## config.mk

```make
export PLATFORM = sky130hd
export DESIGN_NAME = xlate_cache
export DESIGN_NICKNAME = d
export VERILOG_FILES = /design/src/rtl/xc_pkg.sv /design/src/rtl/xc_tag_array.sv /design/src/rtl/xc_victim_sel.sv /design/src/rtl/xc_ctrl.sv /design/src/rtl/xlate_cache.sv
export SDC_FILE = /design/constraint.sdc
export NUM_CORES = 1
export LEC_CHECK = 0
export ABC_AREA = 1
export BUFFER_PORTS_ARGS = -buffer_cell sky130_fd_sc_hd__buf_2
export CORE_MARGIN = 5
export CORE_UTILIZATION = 30
export DETAILED_ROUTE_END_ITERATION = 16
export GPL_ROUTABILITY_DRIVEN = 0
export HOLD_SLACK_MARGIN = 0.05
export PLACE_DENSITY = 0.41
export SYNTH_ARGS = -nofsm -noshare
export SYNTH_HDL_FRONTEND = slang
export SYNTH_SLANG_ARGS = --single-unit
export TNS_END_PERCENT = 10
```

## constraint.sdc

```tcl
create_clock -name clk -period 4.53 [get_ports clk]
set_input_delay 0.453 -clock clk [delete_from_list [all_inputs] [get_ports clk]]
set_output_delay 0.453 -clock clk [all_outputs]
set_load 0.01 [all_outputs]
```

## src/rtl/xc_pkg.sv

```systemverilog
// Shared types for the translation cache.
// Assumes nothing beyond IEEE 1800-2017 packages.
package xc_pkg;
    typedef enum logic [1:0] {
        XC_IDLE  = 2'd0,
        XC_WALK  = 2'd1,
        XC_RETRY = 2'd2
    } xc_state_e;
endpackage

```

## src/rtl/xc_tag_array.sv

```systemverilog
// Fully associative entry store: valid bits, page tags, frame numbers.
// Compares one page number against all entries every cycle. Writes one
// entry per install and clears every valid bit on flush. Assumes the
// controller installs only pages that currently miss.
module xc_tag_array #(
    parameter int ENTRIES = 8,
    parameter int VPN_W   = 20,
    parameter int PFN_W   = 20,
    localparam int IDX_W  = $clog2(ENTRIES)
) (
    input  logic               clk,
    input  logic               rst_n,
    input  logic               flush,
    input  logic [VPN_W-1:0]   look_vpn,
    output logic               hit,
    output logic [PFN_W-1:0]   hit_pfn,
    input  logic               install,
    input  logic [IDX_W-1:0]   install_idx,
    input  logic [VPN_W-1:0]   install_vpn,
    input  logic [PFN_W-1:0]   install_pfn,
    output logic [ENTRIES-1:0] valid_vec
);
    logic [VPN_W-1:0]   tag_q [ENTRIES];
    logic [PFN_W-1:0]   pfn_q [ENTRIES];
    logic [ENTRIES-1:0] match;

    for (genvar g = 0; g < ENTRIES; g++) begin : g_slot
        // Per-slot storage: reset/flush clear valid, install writes the slot.
        always_ff @(posedge clk) begin
            if (!rst_n || flush) begin
                valid_vec[g] <= 1'b0;
            end else if (install && install_idx == IDX_W'(g)) begin
                valid_vec[g] <= 1'b1;
                tag_q[g]     <= install_vpn;
                pfn_q[g]     <= install_pfn;
            end
        end
        // Per-slot comparator.
        assign match[g] = valid_vec[g] && (tag_q[g] == look_vpn);
    end

    // Merge matching frames; at most one slot matches.
    always_comb begin
        hit_pfn = '0;
        for (int i = 0; i < ENTRIES; i++) begin
            if (match[i]) hit_pfn = hit_pfn | pfn_q[i];
        end
    end

    assign hit = |match;

    AST_SINGLE_MATCH: assert property (@(posedge clk) disable iff (!rst_n)
        $onehot0(match));
    AST_FLUSH_EMPTIES: assert property (@(posedge clk) disable iff (!rst_n)
        flush |=> (valid_vec == '0));
endmodule

```

## src/rtl/xc_victim_sel.sv

```systemverilog
// Replacement choice: lowest invalid slot first, else round-robin pointer.
// The pointer moves past each written slot and returns to zero on flush.
module xc_victim_sel #(
    parameter int ENTRIES = 8,
    localparam int IDX_W  = $clog2(ENTRIES)
) (
    input  logic               clk,
    input  logic               rst_n,
    input  logic               flush,
    input  logic               install,
    input  logic [ENTRIES-1:0] valid_vec,
    output logic [IDX_W-1:0]   victim
);
    logic [IDX_W-1:0] ptr_q;
    logic             free_found;
    logic [IDX_W-1:0] free_idx;

    // Scan from the top so the lowest free index wins.
    always_comb begin
        free_found = 1'b0;
        free_idx   = '0;
        for (int i = ENTRIES - 1; i >= 0; i--) begin
            if (!valid_vec[i]) begin
                free_found = 1'b1;
                free_idx   = IDX_W'(i);
            end
        end
    end

    assign victim = free_found ? free_idx : ptr_q;

    // Round-robin pointer: step past the written slot, wrap at the end.
    always_ff @(posedge clk) begin
        if (!rst_n || flush) begin
            ptr_q <= '0;
        end else if (install) begin
            ptr_q <= (victim == IDX_W'(ENTRIES - 1)) ? '0 : victim + 1'b1;
        end
    end

    AST_PREFER_FREE: assert property (@(posedge clk) disable iff (!rst_n)
        (valid_vec != '1) |-> !valid_vec[victim]);
endmodule

```

## src/rtl/xc_ctrl.sv

```systemverilog
// Miss controller: accepts lookups in IDLE, captures a missed page, holds
// the walker request, installs or forwards the answer, replays the lookup.
// Assumes the walker answers once per request and root_wr is a pulse.
module xc_ctrl
    import xc_pkg::*;
#(
    parameter int VPN_W = 20
) (
    input  logic             clk,
    input  logic             rst_n,
    input  logic             flush,
    input  logic             lkp_valid,
    input  logic [VPN_W-1:0] lkp_vpn,
    output logic             lkp_ready,
    output logic             resp_valid,
    output logic             resp_fault,
    input  logic             hit,
    output logic [VPN_W-1:0] look_vpn,
    output logic             walk_req,
    output logic [VPN_W-1:0] walk_vpn,
    input  logic             walk_rsp_valid,
    input  logic             walk_rsp_fault,
    output logic             install
);
    xc_state_e        state_q, state_d;
    logic [VPN_W-1:0] pend_q;
    logic             hit_ok;
    logic             rsp_seen;

    assign hit_ok    = hit && !flush;
    assign rsp_seen  = (state_q == XC_WALK) && walk_rsp_valid;
    assign lkp_ready = (state_q == XC_IDLE) && !flush;
    assign look_vpn  = (state_q == XC_IDLE) ? lkp_vpn : pend_q;
    assign walk_req  = (state_q == XC_WALK);
    assign walk_vpn  = pend_q;
    assign install   = rsp_seen && !walk_rsp_fault && !flush;
    assign resp_fault = rsp_seen && walk_rsp_fault;

    // Response: same-cycle hit, replay hit, or forwarded fault.
    always_comb begin
        unique case (state_q)
            XC_IDLE:  resp_valid = lkp_valid && hit_ok;
            XC_RETRY: resp_valid = hit_ok;
            XC_WALK:  resp_valid = walk_rsp_valid && walk_rsp_fault;
            default:  resp_valid = 1'b0;
        endcase
    end

    // Next state of the miss handler.
    always_comb begin
        state_d = state_q;
        unique case (state_q)
            XC_IDLE:  if (lkp_valid && !flush && !hit) state_d = XC_WALK;
            XC_WALK:  if (walk_rsp_valid) state_d = walk_rsp_fault ? XC_IDLE : XC_RETRY;
            XC_RETRY: state_d = hit_ok ? XC_IDLE : XC_WALK;
            default:  state_d = XC_IDLE;
        endcase
    end

    // State register and captured page number.
    always_ff @(posedge clk) begin
        if (!rst_n) begin
            state_q <= XC_IDLE;
            pend_q  <= '0;
        end else begin
            state_q <= state_d;
            if (state_q == XC_IDLE && state_d == XC_WALK) pend_q <= lkp_vpn;
        end
    end

    AST_WALK_HOLDS: assert property (@(posedge clk) disable iff (!rst_n)
        (walk_req && !walk_rsp_valid) |=> (walk_req && $stable(walk_vpn)));
    AST_MISS_BLOCKS: assert property (@(posedge clk) disable iff (!rst_n)
        (walk_req && !walk_rsp_valid) |=> !lkp_ready);
    AST_FAULT_QUALIFIED: assert property (@(posedge clk) disable iff (!rst_n)
        resp_fault |-> resp_valid);
endmodule

```

## src/rtl/xlate_cache.sv

```systemverilog
// Top of the translation cache: wires the entry store, victim selector and
// miss controller. Frame output is zero on a fault response.
// Assumes a single requester and a single walker.
module xlate_cache #(
    parameter int ENTRIES = 8,
    parameter int VPN_W   = 20,
    parameter int PFN_W   = 20,
    localparam int IDX_W  = $clog2(ENTRIES)
) (
    input  logic             clk,
    input  logic             rst_n,
    input  logic             root_wr,
    input  logic             lkp_valid,
    input  logic [VPN_W-1:0] lkp_vpn,
    output logic             lkp_ready,
    output logic             lkp_resp_valid,
    output logic [PFN_W-1:0] lkp_resp_pfn,
    output logic             lkp_resp_fault,
    output logic             walk_req,
    output logic [VPN_W-1:0] walk_vpn,
    input  logic             walk_rsp_valid,
    input  logic [PFN_W-1:0] walk_rsp_pfn,
    input  logic             walk_rsp_fault
);
    logic               hit;
    logic [PFN_W-1:0]   hit_pfn;
    logic [VPN_W-1:0]   look_vpn;
    logic               install;
    logic [IDX_W-1:0]   victim;
    logic [ENTRIES-1:0] valid_vec;

    xc_ctrl #(.VPN_W(VPN_W)) u_ctrl (
        .clk(clk), .rst_n(rst_n), .flush(root_wr),
        .lkp_valid(lkp_valid), .lkp_vpn(lkp_vpn), .lkp_ready(lkp_ready),
        .resp_valid(lkp_resp_valid), .resp_fault(lkp_resp_fault),
        .hit(hit), .look_vpn(look_vpn),
        .walk_req(walk_req), .walk_vpn(walk_vpn),
        .walk_rsp_valid(walk_rsp_valid), .walk_rsp_fault(walk_rsp_fault),
        .install(install)
    );

    xc_tag_array #(.ENTRIES(ENTRIES), .VPN_W(VPN_W), .PFN_W(PFN_W)) u_array (
        .clk(clk), .rst_n(rst_n), .flush(root_wr),
        .look_vpn(look_vpn), .hit(hit), .hit_pfn(hit_pfn),
        .install(install), .install_idx(victim),
        .install_vpn(walk_vpn), .install_pfn(walk_rsp_pfn),
        .valid_vec(valid_vec)
    );

    xc_victim_sel #(.ENTRIES(ENTRIES)) u_victim (
        .clk(clk), .rst_n(rst_n), .flush(root_wr), .install(install),
        .valid_vec(valid_vec), .victim(victim)
    );

    assign lkp_resp_pfn = lkp_resp_fault ? '0 : hit_pfn;

    AST_FAULT_NO_INSTALL: assert property (@(posedge clk) disable iff (!rst_n)
        (walk_req && walk_rsp_valid && walk_rsp_fault && !root_wr) |=> $stable(valid_vec));
    AST_REFILL_REPLAYS: assert property (@(posedge clk) disable iff (!rst_n)
        (walk_req && walk_rsp_valid && !walk_rsp_fault && !root_wr) |=> (lkp_resp_valid || root_wr));
endmodule

```

==> summary.txt <==
Yosys
  • Simple-gate share of the synthesized area: 26.9%
  • Largest family of logic cells by synthesized area: simple AND/OR/NAND/NOR gates
  • Syn nets: 2148
  • Xor-xnor portion of the synthesized cell area: 0.0498%
  • Top cell type's share of synthesized area: 54.6%
  • Syn Area/Cell: 8.40 um^2
  • Most frequent cell after synthesis: nand2_1
  • Post-Synthesis Cells: 2096
  • Commonest register cell after synthesis: edfxtp_1
  • Mux cell area share after synthesis: 0%
  • Asr flop ratio synth: 0%
  • Sequential area share after synthesis: 58.3%
  • EDFF count, synth: 320
  • Area of the mapped netlist: 17600 um^2
  • Cell taking the most area after synthesis: edfxtp_1
  • Distinct cells, synth: 32
  • Top post-synthesis cells by area: edfxtp_1 (55%), nand2_1 (15%), inv_1 (8.2%)
  • Adder-Cell Fraction of Synth Area: 0.426%
  • Yosys reg bits: 353
  • Synth warnings: 0
  • Most instantiated cells after synthesis: nand2_1 (726), inv_1 (383), edfxtp_1 (320)
  • Synth Area in Compound Gates: 4.99%

Power and ir drop
  • Peak supply drop: 0.000299 V
  • Pwr per Cell Area: 365 nW/um^2
  • Static Leak: 9.44 nW

Global routing
  • Vias in the first global route: 13900
  • Gr usage total: 20.8%
  • Global route total overflow: 0
  • Largest net degree at the start of global routing: 55
  • First-pass GRT wire length: 96800 um
  • GRT met1 Usage: 28.3%
  • Met3 usage: 2.93%
  • GR Util met2: 34.9%
  • Initial antenna violation count: 2
  • GR peak layer: met2

Detailed routing
  • Detailed Route WL: 67400 um
  • Via count: 14300
  • Antenna viol nets, final: 0
  • Drt first pass iters: 5
  • WL/cell: 22.3 um
  • DR vias/cell: 4.73
  • Drc violations: 0
  • Initial DRC Count: 1504

Hold path
  • Hold Crit Start: walk_rsp_pfn[7]
  • Hold Path Stages: 1
  • Hold EP: u_array.pfn_q[1][47]$_DFFE_PP_
  • HP Class: in -> reg

Critical path
  • Critical Path End Type: primary output
  • RR Startpoint: u_ctrl.state_q[1]$_SDFF_PN0_
  • Reg2Reg Setup Slack: 0.75 ns
  • Crit path required time: 4.08 ns
  • CP startpoint kind: flop
  • R2R cell count: 16
  • Slowest stage delay, CP: 0.46 ns
  • Crit path DAT: 3.79 ns
  • Crit Path Max Fanout: 20
  • Worst-path cell chain: inv_2 > nand2_4 > buf_12 > nand2_1 > nand2_1 > nand2_1 > nand2_1 > nand3_1 > nor2_1 > nand3_1 > nand2_1 > nor2_1 > nand2_1 > nand2_1 > o22ai_1 > buf_2
  • CP most frequent cell: nand2_1
  • Worst Setup Path Type: reg -> out
  • Slowest-stage cell, CP: dfxtp_1
  • CP Launch Point: u_ctrl.state_q[1]$_SDFF_PN0_
  • R2R Path End: u_ctrl.walk_vpn[6]$_SDFFE_PN0P_

STA
  • Final setup viols: 0
  • Fin crit period: 4.24 ns
  • Worst Clk Skew: 0.0539 ns
  • Final hold violation count: 0
  • Max-slew violations: 0
  • Slew of the pin with the lowest slew margin: 0.725 ns
  • Max Clk Rate: 236 MHz
  • Fin worst setup slack: 0.289 ns
  • Setup TNS: 0 ns
  • RSZ-0062 raised after global routing: no
  • Period utilization: 93.6%
  • Relative slew margins: 51.6%

Place
  • DP Cell Count: 2948
  • Pre-CTS setup slack: 0.637 ns
  • IO Port Bufs: 89
  • Detailed placement HPWL: 48900 um

Status
  • Status: finished, final reports clean

Floorplan
  • Die extent in x: 252 um
  • DIE HEIGHT: 252 um
  • Die area: 63600 um^2
  • # IOs: 90
  • Initial core utilization: 30.4%
  • Rows: 88
  • Core footprint: 57900 um^2

Clocking
  • CTS tree: yes
  • Root buffer cell: clkbuf_16
  • Clock Sinks: 353
  • Hold buffers post-CTS: 0
  • Post-CTS setup buffer count: 0
  • H-Tree Depth: 2
  • Worst-path clk slew: 0.06 ns
  • Worst skew pair latency: 0.61 ns
  • CTS Buffer Depth: 3
  • CTS buffer count: 42

Layout
  • Share of cells above drive strength 1: 10.3%
  • Final Non-Filler Cells: 3027
  • FILL cells: 6096
  • Area Overhead vs Synth: 16.7%
  • Nets: 2279

Run
  • Max-cap viol count: 0
flip-flops by register name, summed over array words and instances, names as in the netlist:
register,count
u_array.pfn_q,160
u_array.tag_q,160
u_ctrl.walk_vpn,20
u_array.valid_vec,8
u_victim.ptr_q,3
u_ctrl.state_q,2
power breakdown:
part           internal [mW]  switching [mW]
Combinational          0.170           0.513
Clock                   1.81            1.41
Sequential              3.57          0.0313
cell usage in the layout (no fill, tap or decap), types with 2 or more instances in the layout:
| cell type | Yosys | routed |
|---|---|---|
| nand2_1 | 726 | 726 |
| inv_1 | 383 | 383 |
| edfxtp_1 | 320 | 320 |
| nor2_1 | 258 | 249 |
| nand3_1 | 95 | 95 |
| buf_2 | 4 | 89 |
| o22ai_1 | 82 | 82 |
| a21oi_1 | 52 | 52 |
| clkbuf_16 | 0 | 42 |
| nand2_2 | 38 | 37 |
| dfxtp_1 | 33 | 33 |
| buf_4 | 7 | 28 |
| nand3b_1 | 21 | 21 |
| clkbuf_1 | 22 | 17 |
| o21ai_0 | 16 | 16 |
| nor2_4 | 3 | 11 |
| nand4_1 | 10 | 10 |
| clkinv_1 | 1 | 8 |
| buf_12 | 0 | 7 |
| ha_1 | 6 | 6 |
| clkinv_2 | 0 | 5 |
| nand3_4 | 1 | 2 |
| o211ai_1 | 2 | 2 |
| inv_2 | 2 | 2 |
| o21ai_1 | 2 | 2 |
| nand2_4 | 1 | 2 |
| clkinv_16 | 0 | 2 |
metal layers:
metal / vias up / part of all wire (%)
met1: 6848 / 44
met4: 2 / 2.7
met3: 87 / 5.8
met2: 452 / 47
li1: 6919 / -
met5: - / 0.019
worst max-delay path, delay by kind of cell, from the launching register on:
| kind | cells | cell delay [ns] |
|---|---|---|
| buffers and inverters | 3 | 0.52 |
| and+or+nand+nor | 12 | 1.85 |
| AOI/OAI and AO/OA | 1 | 0.32 |
| DFF | 1 | 0.46 |
layout make-up:
cell class / count / area [um^2] / area share, %
antenna: 1 / 2.50 / 0.0122
sequential: 353 / 10300 / 50.0
clock inverter: 18 / 174 / 0.847
multi-input combinational: 1320 / 5770 / 28.1
inverter: 386 / 1450 / 7.05
timing repair buffer: 124 / 796 / 3.87
tap: 765 / 957 / 4.66
clock buffer: 60 / 1130 / 5.49
worst max path at each step:
stage / end / slack (ns) / cells past startpoint
6_report: lkp_resp_valid / 0.29 / 16
3_3_place_gp: lkp_resp_pfn[19] / 0.75 / 16
2_1_floorplan: u_array.pfn_q[1][60]$_DFFE_PP_ / 0.78 / 8
3_5_place_dp: lkp_resp_pfn[19] / 0.64 / 16
4_1_cts: lkp_resp_pfn[11] / 0.13 / 15
5_1_grt: lkp_resp_pfn[16] / 0.09 / 15
cells by family after synthesis:
family | after synthesis
flip-flops | 353
AND/OR/NAND/NOR | 1159
AO/OA/AOI/OAI | 154
buffers and inverters | 423
adder cells (fa/ha/maj) | 6
XOR/XNOR | 1
through the flow:
| step | hold WS (ns) | power (mW) | cell area [um^2] | utilization (%) |
|---|---|---|---|---|
| floorplan | 0.465 | 4.04 | 17600 | - |
| global placement | 0.534 | 4.34 | 19200 | 33.2 |
| detailed placement | 0.538 | 4.34 | 19200 | 33.2 |
| CTS | 0.0839 | 7.59 | 20500 | 35.5 |
| global route | 0.121 | 7.78 | 20500 | 35.5 |
| finish | 0.120 | 7.51 | 20500 | 35.5 |
timing repair:
| item | in CTS | in global routing |
|---|---|---|
| gates resized for setup | 1 | 1 |
| cloned | 0 | 0 |
| setup endpoints to repair | 2 | 1 |
Power figures use the tool's default switching activity.
